<file path="src/rtl/rail_frame_extractor.sv">
module rail_frame_extractor #(
  parameter int SW        = 12,
  parameter int START_LEN = 3,
  parameter int ADDR_BITS = 8,
  parameter int NCH       = 128,
  parameter int SYNC_PER  = 35,
  parameter int TMO       = 40,
  parameter int FPT       = 6
) (
  input  logic                         clk,
  input  logic                         rst_n,
  input  logic [SW-1:0]                level_thresh,
  input  logic                         smp_valid,
  input  logic [SW-1:0]                smp_data,
  output logic                         link_up,
  output logic                         fo_valid,
  output logic                         fo_sof,
  output logic                         fo_eof,
  output logic [SW-1:0]                fo_data,
  output logic [$clog2(NCH)-1:0]       fo_chan,
  output logic [ADDR_BITS-1:0]         fo_addr,
  output logic                         fo_err,
  output logic [$clog2(FPT)-1:0]       fo_frame,
  output logic                         fo_trig_end
);
  localparam int CW = $clog2(NCH);
  localparam int FW = $clog2(FPT);
  localparam int GW = $clog2(TMO);
  localparam int RW = $clog2(START_LEN + 1);
  localparam int HW = $clog2(ADDR_BITS + 1);

  typedef enum logic [1:0] {S_UNLK, S_IDLE, S_HDR, S_DATA} st_t;

  st_t                  st;
  logic                 prev_hi, seen, err_r;
  logic [GW-1:0]        gap;
  logic [RW-1:0]        run;
  logic [HW-1:0]        hcnt;
  logic [ADDR_BITS-1:0] addr_sr;
  logic [CW-1:0]        ch;
  logic [FW-1:0]        frm;

  wire hi       = smp_data > level_thresh;
  wire rise     = hi && !prev_hi;
  wire gap_max  = gap == GW'(TMO - 1);
  wire ch_last  = ch == CW'(NCH - 1);
  wire frm_last = frm == FW'(FPT - 1);

  assign link_up = st != S_UNLK;

  always_ff @(posedge clk) begin
    if (!rst_n) begin
      st <= S_UNLK;
      prev_hi <= 1'b0;
      seen <= 1'b0;
      err_r <= 1'b0;
      gap <= '0;
      run <= '0;
      hcnt <= '0;
      addr_sr <= '0;
      ch <= '0;
      frm <= '0;
      fo_valid <= 1'b0;
      fo_sof <= 1'b0;
      fo_eof <= 1'b0;
      fo_data <= '0;
      fo_chan <= '0;
      fo_addr <= '0;
      fo_err <= 1'b0;
      fo_frame <= '0;
      fo_trig_end <= 1'b0;
    end else begin
      fo_valid <= 1'b0;
      fo_sof <= 1'b0;
      fo_eof <= 1'b0;
      fo_trig_end <= 1'b0;
      if (smp_valid) begin
        prev_hi <= hi;
        case (st)
          S_UNLK: begin
            if (rise) begin
              if (seen && gap == GW'(SYNC_PER - 1)) begin
                st <= S_IDLE;
                run <= RW'(1);
              end
              seen <= 1'b1;
              gap <= '0;
            end else if (!gap_max) begin
              gap <= gap + 1'b1;
            end
          end
          S_IDLE: begin
            if (hi && run == RW'(START_LEN - 1)) begin
              st <= S_HDR;
              hcnt <= '0;
              run <= '0;
            end else begin
              run <= hi ? run + 1'b1 : '0;
              if (rise) begin
                gap <= '0;
              end else if (gap_max) begin
                st <= S_UNLK;
                seen <= 1'b0;
                frm <= '0;
                run <= '0;
              end else begin
                gap <= gap + 1'b1;
              end
            end
          end
          S_HDR: begin
            hcnt <= hcnt + 1'b1;
            if (hcnt == HW'(ADDR_BITS)) begin
              err_r <= hi;
              ch <= '0;
              st <= S_DATA;
            end else begin
              addr_sr <= {addr_sr[ADDR_BITS-2:0], hi};
            end
          end
          default: begin
            fo_valid <= 1'b1;
            fo_data <= smp_data;
            fo_chan <= ch;
            fo_sof <= ch == '0;
            fo_eof <= ch_last;
            fo_addr <= addr_sr;
            fo_err <= err_r;
            fo_frame <= frm;
            fo_trig_end <= ch_last && frm_last;
            ch <= ch + 1'b1;
            if (ch_last) begin
              st <= S_IDLE;
              gap <= '0;
              run <= '0;
              frm <= frm_last ? '0 : frm + 1'b1;
            end
          end
        endcase
      end
    end
  end
endmodule

</file>
<file path="config.mk">
export PLATFORM = sky130hd
export DESIGN_NAME = rail_frame_extractor
export DESIGN_NICKNAME = d
export VERILOG_FILES = /design/src/rtl/rail_frame_extractor.sv
export SDC_FILE = /design/constraint.sdc
export NUM_CORES = 1
export LEC_CHECK = 0
export BUFFER_PORTS_ARGS = -buffer_cell sky130_fd_sc_hd__buf_4
export CAP_MARGIN = 0
export CORE_MARGIN = 1
export CORE_UTILIZATION = 50
export DETAILED_ROUTE_END_ITERATION = 10
export GPL_TIMING_DRIVEN = 0
export PLACE_DENSITY_LB_ADDON = 0.25
export SLEW_MARGIN = 15
export SYNTH_ARGS = -nofsm -noshare
export SYNTH_HDL_FRONTEND = slang
export SYNTH_SLANG_ARGS = --single-unit
</file>
<file path="constraint.sdc">
create_clock -name clk -period 2.4 [get_ports clk]
set_input_delay 0.6 -clock clk [delete_from_list [all_inputs] [get_ports clk]]
set_output_delay 0.6 -clock clk [all_outputs]
set_load 0.01 [all_outputs]
</file>
* Word-level counts from Yosys, hierarchy flattened *
Index checks and enable logic that the tools add are counted.

storage, ports and cells
  bits in registers = 70
  input bits = 27

cells by class
  add/sub/neg operators = 5
  magnitude comparators = 1
  equality and inequality tests = 17
  muxes and demuxes = 35
  bitwise logic cells = 7
  reductions and logical operators = 28

operator list
  cell                                          number
  2-to-1 mux 2 bit                              12
  2-to-1 mux 6 bit                              4
  one-hot mux 6 bit (3 select lines)            1
  2-to-1 mux 3 bit                              5
  != test 2 bit (second input constant)         7
  one-hot mux 7 bit (2 select lines)            1
  == test 6 bit (second input constant)         2
  > comparator 12 bit                           1
  one-hot mux 2 bit (3 select lines)            2
  AND reduction 3 bit                           4
  AND reduction 6 bit                           2
  one-hot mux 4 bit (2 select lines)            1
  nonzero test 2 bit                            4
  adder 7 x 1 -> 7 bit (second input constant)  1
  == test 7 bit (second input constant)         1
  zero test 7 bit                               1
  2-to-1 mux 7 bit                              1
  NOT 1 bit                                     7
  AND reduction 7 bit                           1
  adder 6 x 1 -> 6 bit (second input constant)  1
  != test 3 bit (second input constant)         2
  one-hot mux 3 bit (2 select lines)            1
  2-to-1 mux 1 bit                              5
  AND reduction 5 bit                           1
  other kinds (19)                              25

* Longest topological paths before layout *
Gate-level depths: netlist of the first run.

  depth after elaboration = 6
  depth in mapped cells = 9
  depth with buffers taken out = 9

* Worst setup path before layout of the first run *
OpenSTA, ideal clock, no wires.

  kind = input -> register
  from = input port level_thresh[1]
  to = register hcnt[2]
  arrival time = 2391 ps
  data required time = 2330 ps
  setup slack = -61 ps
  stages = 9
  path buffers = 0
  cells stage by stage = inv_1 ha_1 nor2b_1 o211ai_1 a211o_2 a31oi_4 a21oi_4 or4b_1 a21oi_1

between the ends
  cells in the longest elaborated chain, start to end = 4

RTL lines
  what                                  line  RTL
  start: declaration                    12    input logic [SW-1:0] level_thresh,
  > comparator 12 bit                   43    wire hi = smp_data > level_thresh;
  logical AND 1 bit                     93    if (hi && run == RW'(START_LEN - 1)) begin
  != test 2 bit (no source line)        n/a
  AND reduction 3 bit (no source line)  n/a
  end signal: assignment                112   hcnt <= hcnt + 1'b1;
  end: declaration                      38    logic [HW-1:0] hcnt;

Every way passes these cells.
A chain may end at the register's enable or synchronous reset.

* Final worst setup path of the first run *
  from = input port level_thresh[1]
  to = register gap[1]

between the ends
  cells in the longest elaborated chain, start to end = 5
  elaborated cells on any way between the ends = 8
  those cells by class = order compare (1); eq/ne (1); mux (3); reduce/logical (3)

RTL lines
  what                                line  RTL
  > comparator 12 bit *               43
  logical AND 1 bit                   44    wire rise = hi && !prev_hi;
  2-to-1 mux 6 bit                    99    if (rise) begin
  2-to-1 mux 6 bit                    93
  one-hot mux 6 bit (3 select lines)  79    case (st)
  end signal: assignment              89    gap <= gap + 1'b1;
  end signal: assignment              107   gap <= gap + 1'b1;
  end: declaration                    36    logic [GW-1:0] gap;

Every way passes the cells marked *; elsewhere a longest branch is shown, timed or not. The select of a mux whose other input is x is not followed.

==> results of run 1 <==
==> cells in the final DEF, fill, tap and decap left out, types with 2 or more instances in the layout <==
cell	Yosys	layout
sky130_fd_sc_hd__nand4_1	7	7
sky130_fd_sc_hd__nand2_1	78	78
sky130_fd_sc_hd__clkbuf_1	18	17
sky130_fd_sc_hd__nand3b_1	3	3
sky130_fd_sc_hd__nand2b_1	6	6
sky130_fd_sc_hd__o21ai_0	15	15
sky130_fd_sc_hd__nor2b_1	3	2
sky130_fd_sc_hd__nor4_1	3	3
sky130_fd_sc_hd__inv_1	24	23
sky130_fd_sc_hd__buf_6	0	2
sky130_fd_sc_hd__a21oi_4	1	2
sky130_fd_sc_hd__nor3_1	2	2
sky130_fd_sc_hd__a21oi_1	50	49
sky130_fd_sc_hd__xor2_1	4	4
sky130_fd_sc_hd__and3_1	2	2
sky130_fd_sc_hd__clkinv_2	0	2
sky130_fd_sc_hd__nand4b_1	4	4
sky130_fd_sc_hd__nor2_2	0	2
sky130_fd_sc_hd__or2_2	3	2
sky130_fd_sc_hd__clkbuf_8	0	9
sky130_fd_sc_hd__inv_6	0	2
sky130_fd_sc_hd__buf_4	0	67
sky130_fd_sc_hd__and2_1	2	2
sky130_fd_sc_hd__o211ai_1	3	3
sky130_fd_sc_hd__ha_4	0	7
sky130_fd_sc_hd__nand3_1	8	8
sky130_fd_sc_hd__o22ai_1	2	2
sky130_fd_sc_hd__a31oi_1	4	4
sky130_fd_sc_hd__ha_1	24	17
sky130_fd_sc_hd__nor3b_1	2	2
sky130_fd_sc_hd__nor2_1	26	24
sky130_fd_sc_hd__bufinv_16	0	2
sky130_fd_sc_hd__or3_1	6	6
sky130_fd_sc_hd__dfxtp_1	70	69
sky130_fd_sc_hd__mux2i_1	12	12
sky130_fd_sc_hd__a31oi_4	2	2
==> path summary, 6_finish.rpt <==
kind                        start                  end  slack, ps  depth (start not counted)
max               level_thresh[1]  gap[1]$_SDFFE_PN0P_         -5                         10
min            err_r$_SDFFE_PN0P_  fo_err$_SDFFE_PN0P_        460                          2
min reg2reg    err_r$_SDFFE_PN0P_  fo_err$_SDFFE_PN0P_        460                          2
max reg2reg  hcnt[0]$_SDFFE_PN0P_   ch[5]$_SDFFE_PN0P_        150                          9
==> stage by stage <==
step / TNS, ps / power (W) / area [um2] / setup WS, ps
finish: -4.67 / 0.00246 / 4410 / -4.67
global route: -48.8 / 0.00255 / 4410 / -43.0
CTS: 0 / 0.00243 / 4220 / 8.59
detailed placement: -3380 / 0.00137 / 3990 / -370
global placement: -2960 / 0.00137 / 3990 / -349
floorplan: -103 / 0.00130 / 3430 / -61.3
==> critical path, delay by kind of cell <==
kind	cells	cell delay [ps]
compound gates	5	1110
simple gates	2	630
fa+ha+maj	1	250
buf+inv	2	100
==> sequential cells by signal (all words and copies together), names as in the netlist, 3 cells and up <==
name,flops
fo_data,12
addr_sr,8
fo_addr,8
ch,7
fo_chan,7
gap,6
hcnt,4
fo_frame,3
frm,3
==> layer usage <==
| layer | global-route usage | vias to the layer above | part of all wire |
|---|---|---|---|
| li1 | - | 1588 | - |
| met1 | 0.296 | 1539 | 0.45 |
| met2 | 0.400 | 86 | 0.48 |
| met3 | 0.0393 | 22 | 0.049 |
| met4 | 0.120 | 0 | 0.025 |
| met5 | 0 | - | 0 |
==> repair_timing <==
item	CTS	global route
cloned	0	0
buffers inserted	1	6
setup endpoints to repair	2	17
gates resized for setup	1	23
pin swaps	1	10
==> cell families (layout without fill, tap and decap cells) <==
kind of cell / count (synthesis) / count (layout) / share of synthesized area
xor+xnor: 4 / 4 / 0.0102
compound gates: 94 / 94 / 0.179
buf+inv: 44 / 129 / 0.0486
mux: 12 / 12 / 0.0351
flops: 70 / 70 / 0.409
simple gates: 163 / 163 / 0.230
fa+ha+maj: 24 / 24 / 0.0877
==> cells in the mapped netlist (all sizes together) (6+ instances only) <==
cell / count
mux2i: 12
nand3: 8
nand2b: 6
or3: 6
clkbuf: 18
a31oi: 6
nand2: 78
dfxtp: 70
ha: 24
inv: 24
o21ai: 15
nor2: 26
a21oi: 52
nand4: 8
==> power by group <==
part / internal (W) / leakage, nW / switching (W) / total (W)
registers: 0.00117 / 0.565 / 0.00000616 / 0.00117
clock network: 0.000589 / 0.110 / 0.000477 / 0.00107
logic: 0.000106 / 1.05 / 0.000121 / 0.000227
total: 0.00186 / 1.72 / 0.000604 / 0.00246
==> area by class of cell <==
class	instances	area share
multi-input cells	297	0.453
clock buffers	9	0.0281
repair buffers	69	0.119
clock inverters	7	0.0216
inverters	24	0.0204
well taps	77	0.0219
flip-flops and latches	70	0.318
plain buffers	20	0.0176
==> results, run 1 <==
- The clock sink count is 70.
- The classification of the worst-slack hold path is flop to flop.
- At the end of the flow the core is filled with cells to 0.679.
- The number of inserted filler cells in the final layout is ~500.
- The checks that failed: design-rule violations, negative setup slack.
- The slowest stage of the critical path belongs to the cell sky130_fd_sc_hd__or4_4.
- The largest stage delay on the critical path is 510 ps.
- The antenna diode instance count is 0.
- The clock tree from TritonCTS is built.
- Counting flops and latches in the post-synthesis netlist gives 70.
- The top-level I/O count is 63.
- The peak fanout along the critical path is 5.
- Measured against its own limit, the worst slew margin works out to 0.609.
- The most used flip-flop cell after synthesis is sky130_fd_sc_hd__dfxtp_1.
- The signal on the critical path passes through buf_6 -> inv_2 -> ha_4 -> nor2b_4 -> o211ai_1 -> a211o_4 -> a31oi_4 -> o221ai_4 -> or4_4 -> a21oi_2.
- The initial core utilization is 0.527.
- The number of nets produced by synthesis is 462.
- The net total in the final layout is 542.
- The per-instance average area after synthesis is 8.34 um2.
- The number of clock buffers inserted by TritonCTS is 9.
- For this design the static power due to leakage is ~1.7 nW.
- The largest vdd supply drop is 0.530 mV.
- The standard-cell row count is 29.
- The area share of the largest cell type after synthesis is 0.409.
- After technology mapping, the gate count stands at a little over 400.
- Subtracting the final worst setup slack from the clock period gives 2400 ps.
- The ratio of final minimum period to clock period is 1.00.
- Setup slack on the critical path of the routed design comes to -4.67 ps.
- Summed over all layers, the global routing overflow is 0.
- The region available for standard cell placement spans 0.00649 mm2.
- Timing would allow up to ~0.42 GHz.
- Setup violations remaining at the end of the flow were counted as 1.
- Data on the critical path arrives at its endpoint at 2690 ps.
- The residual antenna-violating net count after detailed routing is 0.
- In the routed design, unresolved DRC markers number 7.
- The count of input and output buffers is 62.
- The number of warnings issued by yosys is 0.
- Ranked by total cell area, the synthesized netlist is headed by sky130_fd_sc_hd__dfxtp_1, sky130_fd_sc_hd__ha_1, sky130_fd_sc_hd__nand2_1, sky130_fd_sc_hd__a21oi_1, sky130_fd_sc_hd__mux2i_1.
- Entering global routing, the biggest net connects 14 pins.
- For this design the ratio of total power to cell area is 559 mW/mm2.
- From left edge to right edge, the die measures 84.8 um.
- The critical path class is primary input to flop.
- Setup repair after global routing could not meet its margin everywhere.
- The final weighted congestion of routability-driven global placement is 0.856.
- The layout overhead on the synthesized area is 28.7%.
- The storage element area is between 0.001 and 0.0015 mm2.
- The die covers 0.00719 mm2.
- The number of slew-limit violations in the final report is 0.
- The slew at the pin with the worst max-slew slack is slightly below 600 ps.
- The worst setup path is launched from a primary input.
- In this run the deepest clock path goes through 2 buffers.
- The number of library cell types mapped by synthesis is 55.
- The die height is 84.8 um.
- The share of the yosys chip area belonging to registers is 0.409.
- The combined area of all synthesized cells is 0.00343 mm2.
- The data required time at the worst endpoint is 2690 ps.
- For this block, the via count after detailed routing is around 3200.
- Across every metal layer, demand over resource in global routing totals 0.238.
- The number of global-route vias before repair is 2998.
- The cell count after placement is 550.
- The share of post-route cells with drive strength above 1 is 0.232.
- For this run, asynchronously set or reset flops after synthesis account for 0.
- The setup clock skew after layout is 9.33 ps.
- The post-synthesis cell type with the largest combined area is sky130_fd_sc_hd__dfxtp_1.
- Across all hold checks on the routed design, the worst slack comes to 457 ps.
- The first-pass iteration count of the detailed router is 8.
- The kind of end point of the critical path is a flop.
- The initial detailed-routing violation count is roughly 220.
- Dividing the detail-routed via count by the number of cells gives 5.65.
- Clock tree synthesis selected as its root buffer the cell sky130_fd_sc_hd__clkbuf_8.
- The first global-routing pass estimated 13.5 mm of wire.
- In the final layout, the multi-input gates occupy 0.00200 mm2.
- Clock latency on the worst-skew pair, taken at its later pin, is 350 ps.
- The final hold violation count is 0.
- The HPWL after detailed placement is 5.95 mm.
- Excluding fillers, the count of instances in the completed layout stands at 573.
- Buffers inserted to repair hold after CTS numbered 0.
- The detailed-route wire length per cell is ~15 um.
- Clock-pin slew was measured on the worst setup and hold paths at 80 ps.
- In this run, synthesis inferred 0 flip-flops with an integrated enable.
- The H-tree was split into 3 levels.
- The initial antenna violation count is 0.
- Across the run, the number of max-cap violations was 0.
- The routed design has 8.54 mm of wire.
- The flow ran to the end, but the final reports show violations.
(Power assumes the default switching activity.)
==> inputs of run 2 (changes only) <==
--- a/config.mk
+++ b/config.mk
@@ -7,8 +7,8 @@
 export LEC_CHECK = 0
 export BUFFER_PORTS_ARGS = -buffer_cell sky130_fd_sc_hd__buf_4
 export CAP_MARGIN = 0
-export CORE_MARGIN = 1
 export CORE_UTILIZATION = 50
+export CTS_BUF_LIST = sky130_fd_sc_hd__clkbuf_16
 export DETAILED_ROUTE_END_ITERATION = 10
 export GPL_TIMING_DRIVEN = 0
 export PLACE_DENSITY_LB_ADDON = 0.25
==> run 2 against run 1 <==
Effect of this change: clock-buffer cell count did not move; largest power group is now the clock network; the flow still finishes with violations (design-rule violations, negative setup slack); critical path depth down 2; via count about the same; total power grew 15%; die area is the same; sequential share of layout area fell by 0.20 points; sequential power hardly changed; first-iteration DRC count shrank 4.2%; maximum frequency grew 0.14%.
==> results, run 2 (synthesis results as in run 1) <==
- The number of flip-flops under the largest register name is 12.
- Counting flops per register, the top entry is fo_data.
- Summing all flip-flop and latch instances after layout gives 0.00140 mm2.
- In this run the most critical hold path is launched from err_r$_SDFFE_PN0P_.
- Summed over all cells, the static leakage comes to 1.76 nW.
- Across the run, the number of max-cap violations was 0.
- The worst hold path terminates at fo_err$_SDFFE_PN0P_.
- The checks that failed: design-rule violations, negative setup slack.
- Input and output buffers added on the ports amount to 62.
- The worst pin sits at a relative slew slack of 0.623.
- The final hold violation count is 0.
- The number of slew-limit violations in the final report was 0.
- The antenna diode instance count is 0.
- The highest clock frequency the design can meet is 0.416 GHz.
- The reported net switching power is 0.000648 W.
- Total power for the finished layout comes to 0.00283 W.
- Pin placement for this block handled 63 I/O pins.
- The via total after detailed routing is 3234.
- The maximum number of pins on one net before global-route repair is 14.
- The number of failing setup endpoints in the final timing report is 1.
- The initial antenna violation count is 0.
- The library cell used most frequently in the layout, excluding fill and tap cells, is sky130_fd_sc_hd__nand2_1.
- TritonCTS built the clock tree.
- The number of global-route vias before repair is 3005.
- The die height is between 80 and 90 um.
- The share of post-route cells with drive strength above 1 is 0.215.
- The standard-cell row count is 29.
- For this run the aggregate overflow at the end of global routing stands at 0.
- The worst setup path is launched from a primary input.
- The peak fanout along the critical path is 9.
- The reg2reg setup slack is 160 ps.
- The first-pass iteration count of the detailed router is 7.
- STA puts the critical path data required time at between 2000 and 3000 ps.
- The worst register-to-register path ends at ch[5]$_SDFFE_PN0P_.
- The minimum clock period after layout is 2400 ps.
- After the last flow step, the layout net total stands at 539.
- After routing, the total negative slack on setup checks comes to -1.25 ps.
- The core area is 0.00649 mm2.
- The number of clock buffers inserted by TritonCTS is 9.
- The share of total power in the clock network is 0.509.
- The classification of the worst-slack hold path is flop to flop.
- For the worst setup path, the data arrival time is 2670 ps.
- Clock tree synthesis found a total of 70 sinks.
- The area occupied by multi-input gates is 0.00195 mm2.
- The flow ran to the end, but the final reports show violations.
- The layout overhead on the synthesized area is 29.5%.
- The area of the die is approximately 0.0072 mm2.
- For this design the ratio of total power to cell area is between 600 and 700 mW/mm2.
- The setup clock skew after layout is 6.12 ps.
- The internal power component is 0.00218 W.
- Detailed placement finished with a half-perimeter wire length of 5.95 mm.
- Measured along the x axis, the die boundary spans 84.8 um.
- The combinational fraction of design power is 0.076.
- The longest clock path from root to sink contains 2 buffers.
- The largest vdd supply drop is 0.514 mV.
- In this run the clock root is driven by a sky130_fd_sc_hd__clkbuf_16.
- The number of buffers added to fix hold violations after cts is 0.
- Of the total power, registers draw 0.415.
- The detailed-route wire length per cell is ~15 um.
- The first global-routing pass estimated between 10 and 15 mm of wire.
- Setup repair after global routing could not meet its margin everywhere.
- On the final layout, the worst hold slack is 449 ps.
- The number of inserted filler cells in the final layout is 501.
- The worst setup path is captured at a flop.
- The critical path class is primary input to flop.
- The H-tree was split into 3 levels.
- The total wire length after detailed routing is roughly 8.7 mm.
- The global routing usage summed across all routing layers is 0.251.
- The number of cells on the worst reg-to-reg path is 9.
- The worst hold path passes through 2 cells.
- Dividing the final minimum period by the clock period gives 1.00.
- In the routed layout, each cell is associated on average with a via count of between 5 and 6.
- Of the total power, the share spent switching nets is 0.229.
- The initial core utilization is 0.527.
- Across all setup checks in the final design, the least slack found is -1.25 ps.
- The final weighted congestion of routability-driven global placement is 0.856.
- In this run the critical register-to-register path is launched from hcnt[0]$_SDFFE_PN0P_.
- In the final layout, the registers with the most flip-flops are fo_data (12), addr_sr (8), fo_addr (8).
- The count of nets left with antenna violations once routing finished came out at 0.
- In the layout the commonest cells are sky130_fd_sc_hd__nand2_1, sky130_fd_sc_hd__dfxtp_1, sky130_fd_sc_hd__buf_4.
- At the pin with the least slew margin, the transition time is 561 ps.
- For this block, the initial DRC count from the detailed router was 207.
- The clock reaches the later pin of the worst-skew pair after 340 ps.
- The clock-pin slew reported for the worst setup and hold paths after clock tree synthesis is 60 ps.
- The DRC violations left is 7.
-- run 2: cell count changes in the layout (fill, tap and decap cells not counted), sizes merged --
cell	change
buf	-3
-- run 2: worst max path at each step --
| stage | startpoint | to | slack (ps) | depth (start not counted) |
|---|---|---|---|---|
| 2_1_floorplan | level_thresh[1] | hcnt[2]$_SDFFE_PN0P_ | -60 | 9 |
| 3_3_place_gp | smp_data[10] | hcnt[2]$_SDFFE_PN0P_ | -350 | 8 |
| 3_5_place_dp | smp_data[10] | hcnt[2]$_SDFFE_PN0P_ | -370 | 8 |
| 4_1_cts | smp_data[1] | gap[1]$_SDFFE_PN0P_ | 9 | 9 |
| 5_1_grt | smp_data[10] | gap[1]$_SDFFE_PN0P_ | -90 | 8 |
| 6_report | smp_data[10] | gap[1]$_SDFFE_PN0P_ | -1 | 8 |
-- run 2: power groups by stage --
stage	Sequential, W	Clock, W	Combinational [W]
after floorplan	0.00120	0	0.000106
after global placement	0.00120	0	0.000170
after detailed placement	0.00120	0	0.000174
after CTS	0.00117	0.00145	0.000197
after global routing	0.00117	0.00151	0.000233
final	0.00117	0.00144	0.000215
-- run 2: layout make-up --
cell class / instances / area share
multi-input cells: 297 / 0.440
flip-flops and latches: 70 / 0.316
repair buffers: 66 / 0.112
clock buffers: 9 / 0.0508
well taps: 77 / 0.0217
clock inverters: 7 / 0.0214
inverters: 24 / 0.0203
plain buffers: 20 / 0.0175
-- run 2: metrics by stage --
stage,setup slack (ps),cells,util,cell area [um2]
after global routing,-89.6,570,0.683,4440
after CTS,8.76,569,0.674,4380
after detailed placement,-370,550,0.614,3990
after floorplan,-61.3,411,-,3430
final,-1.25,570,0.683,4440
after global placement,-349,550,0.614,3990
-- run 2: critical path, stage by stage --
cell                       delay, ps
sky130_fd_sc_hd__buf_4           110
sky130_fd_sc_hd__ha_1            370
sky130_fd_sc_hd__nand4_4         150
sky130_fd_sc_hd__a211o_4         370
sky130_fd_sc_hd__a31oi_4         270
sky130_fd_sc_hd__o221ai_4        200
sky130_fd_sc_hd__or4_1           440
sky130_fd_sc_hd__a21oi_1         150
-- run 2: routing by layer --
| metal | global-route usage | vias up | routed length (um) |
|---|---|---|---|
| met5 | 0 | - | 0 |
| met4 | 0.148 | 0 | 258 |
| met3 | 0.0521 | 21 | 440 |
| met2 | 0.415 | 101 | 4240 |
| met1 | 0.303 | 1525 | 3790 |
| li1 | - | 1587 | - |
-- run 2: repair_timing --
action                                  4_1_cts  5_1_grt
gates resized for setup                       6       11
pin swaps                                     3        3
buffers inserted                              3        1
endpoints found under the setup margin        3       16
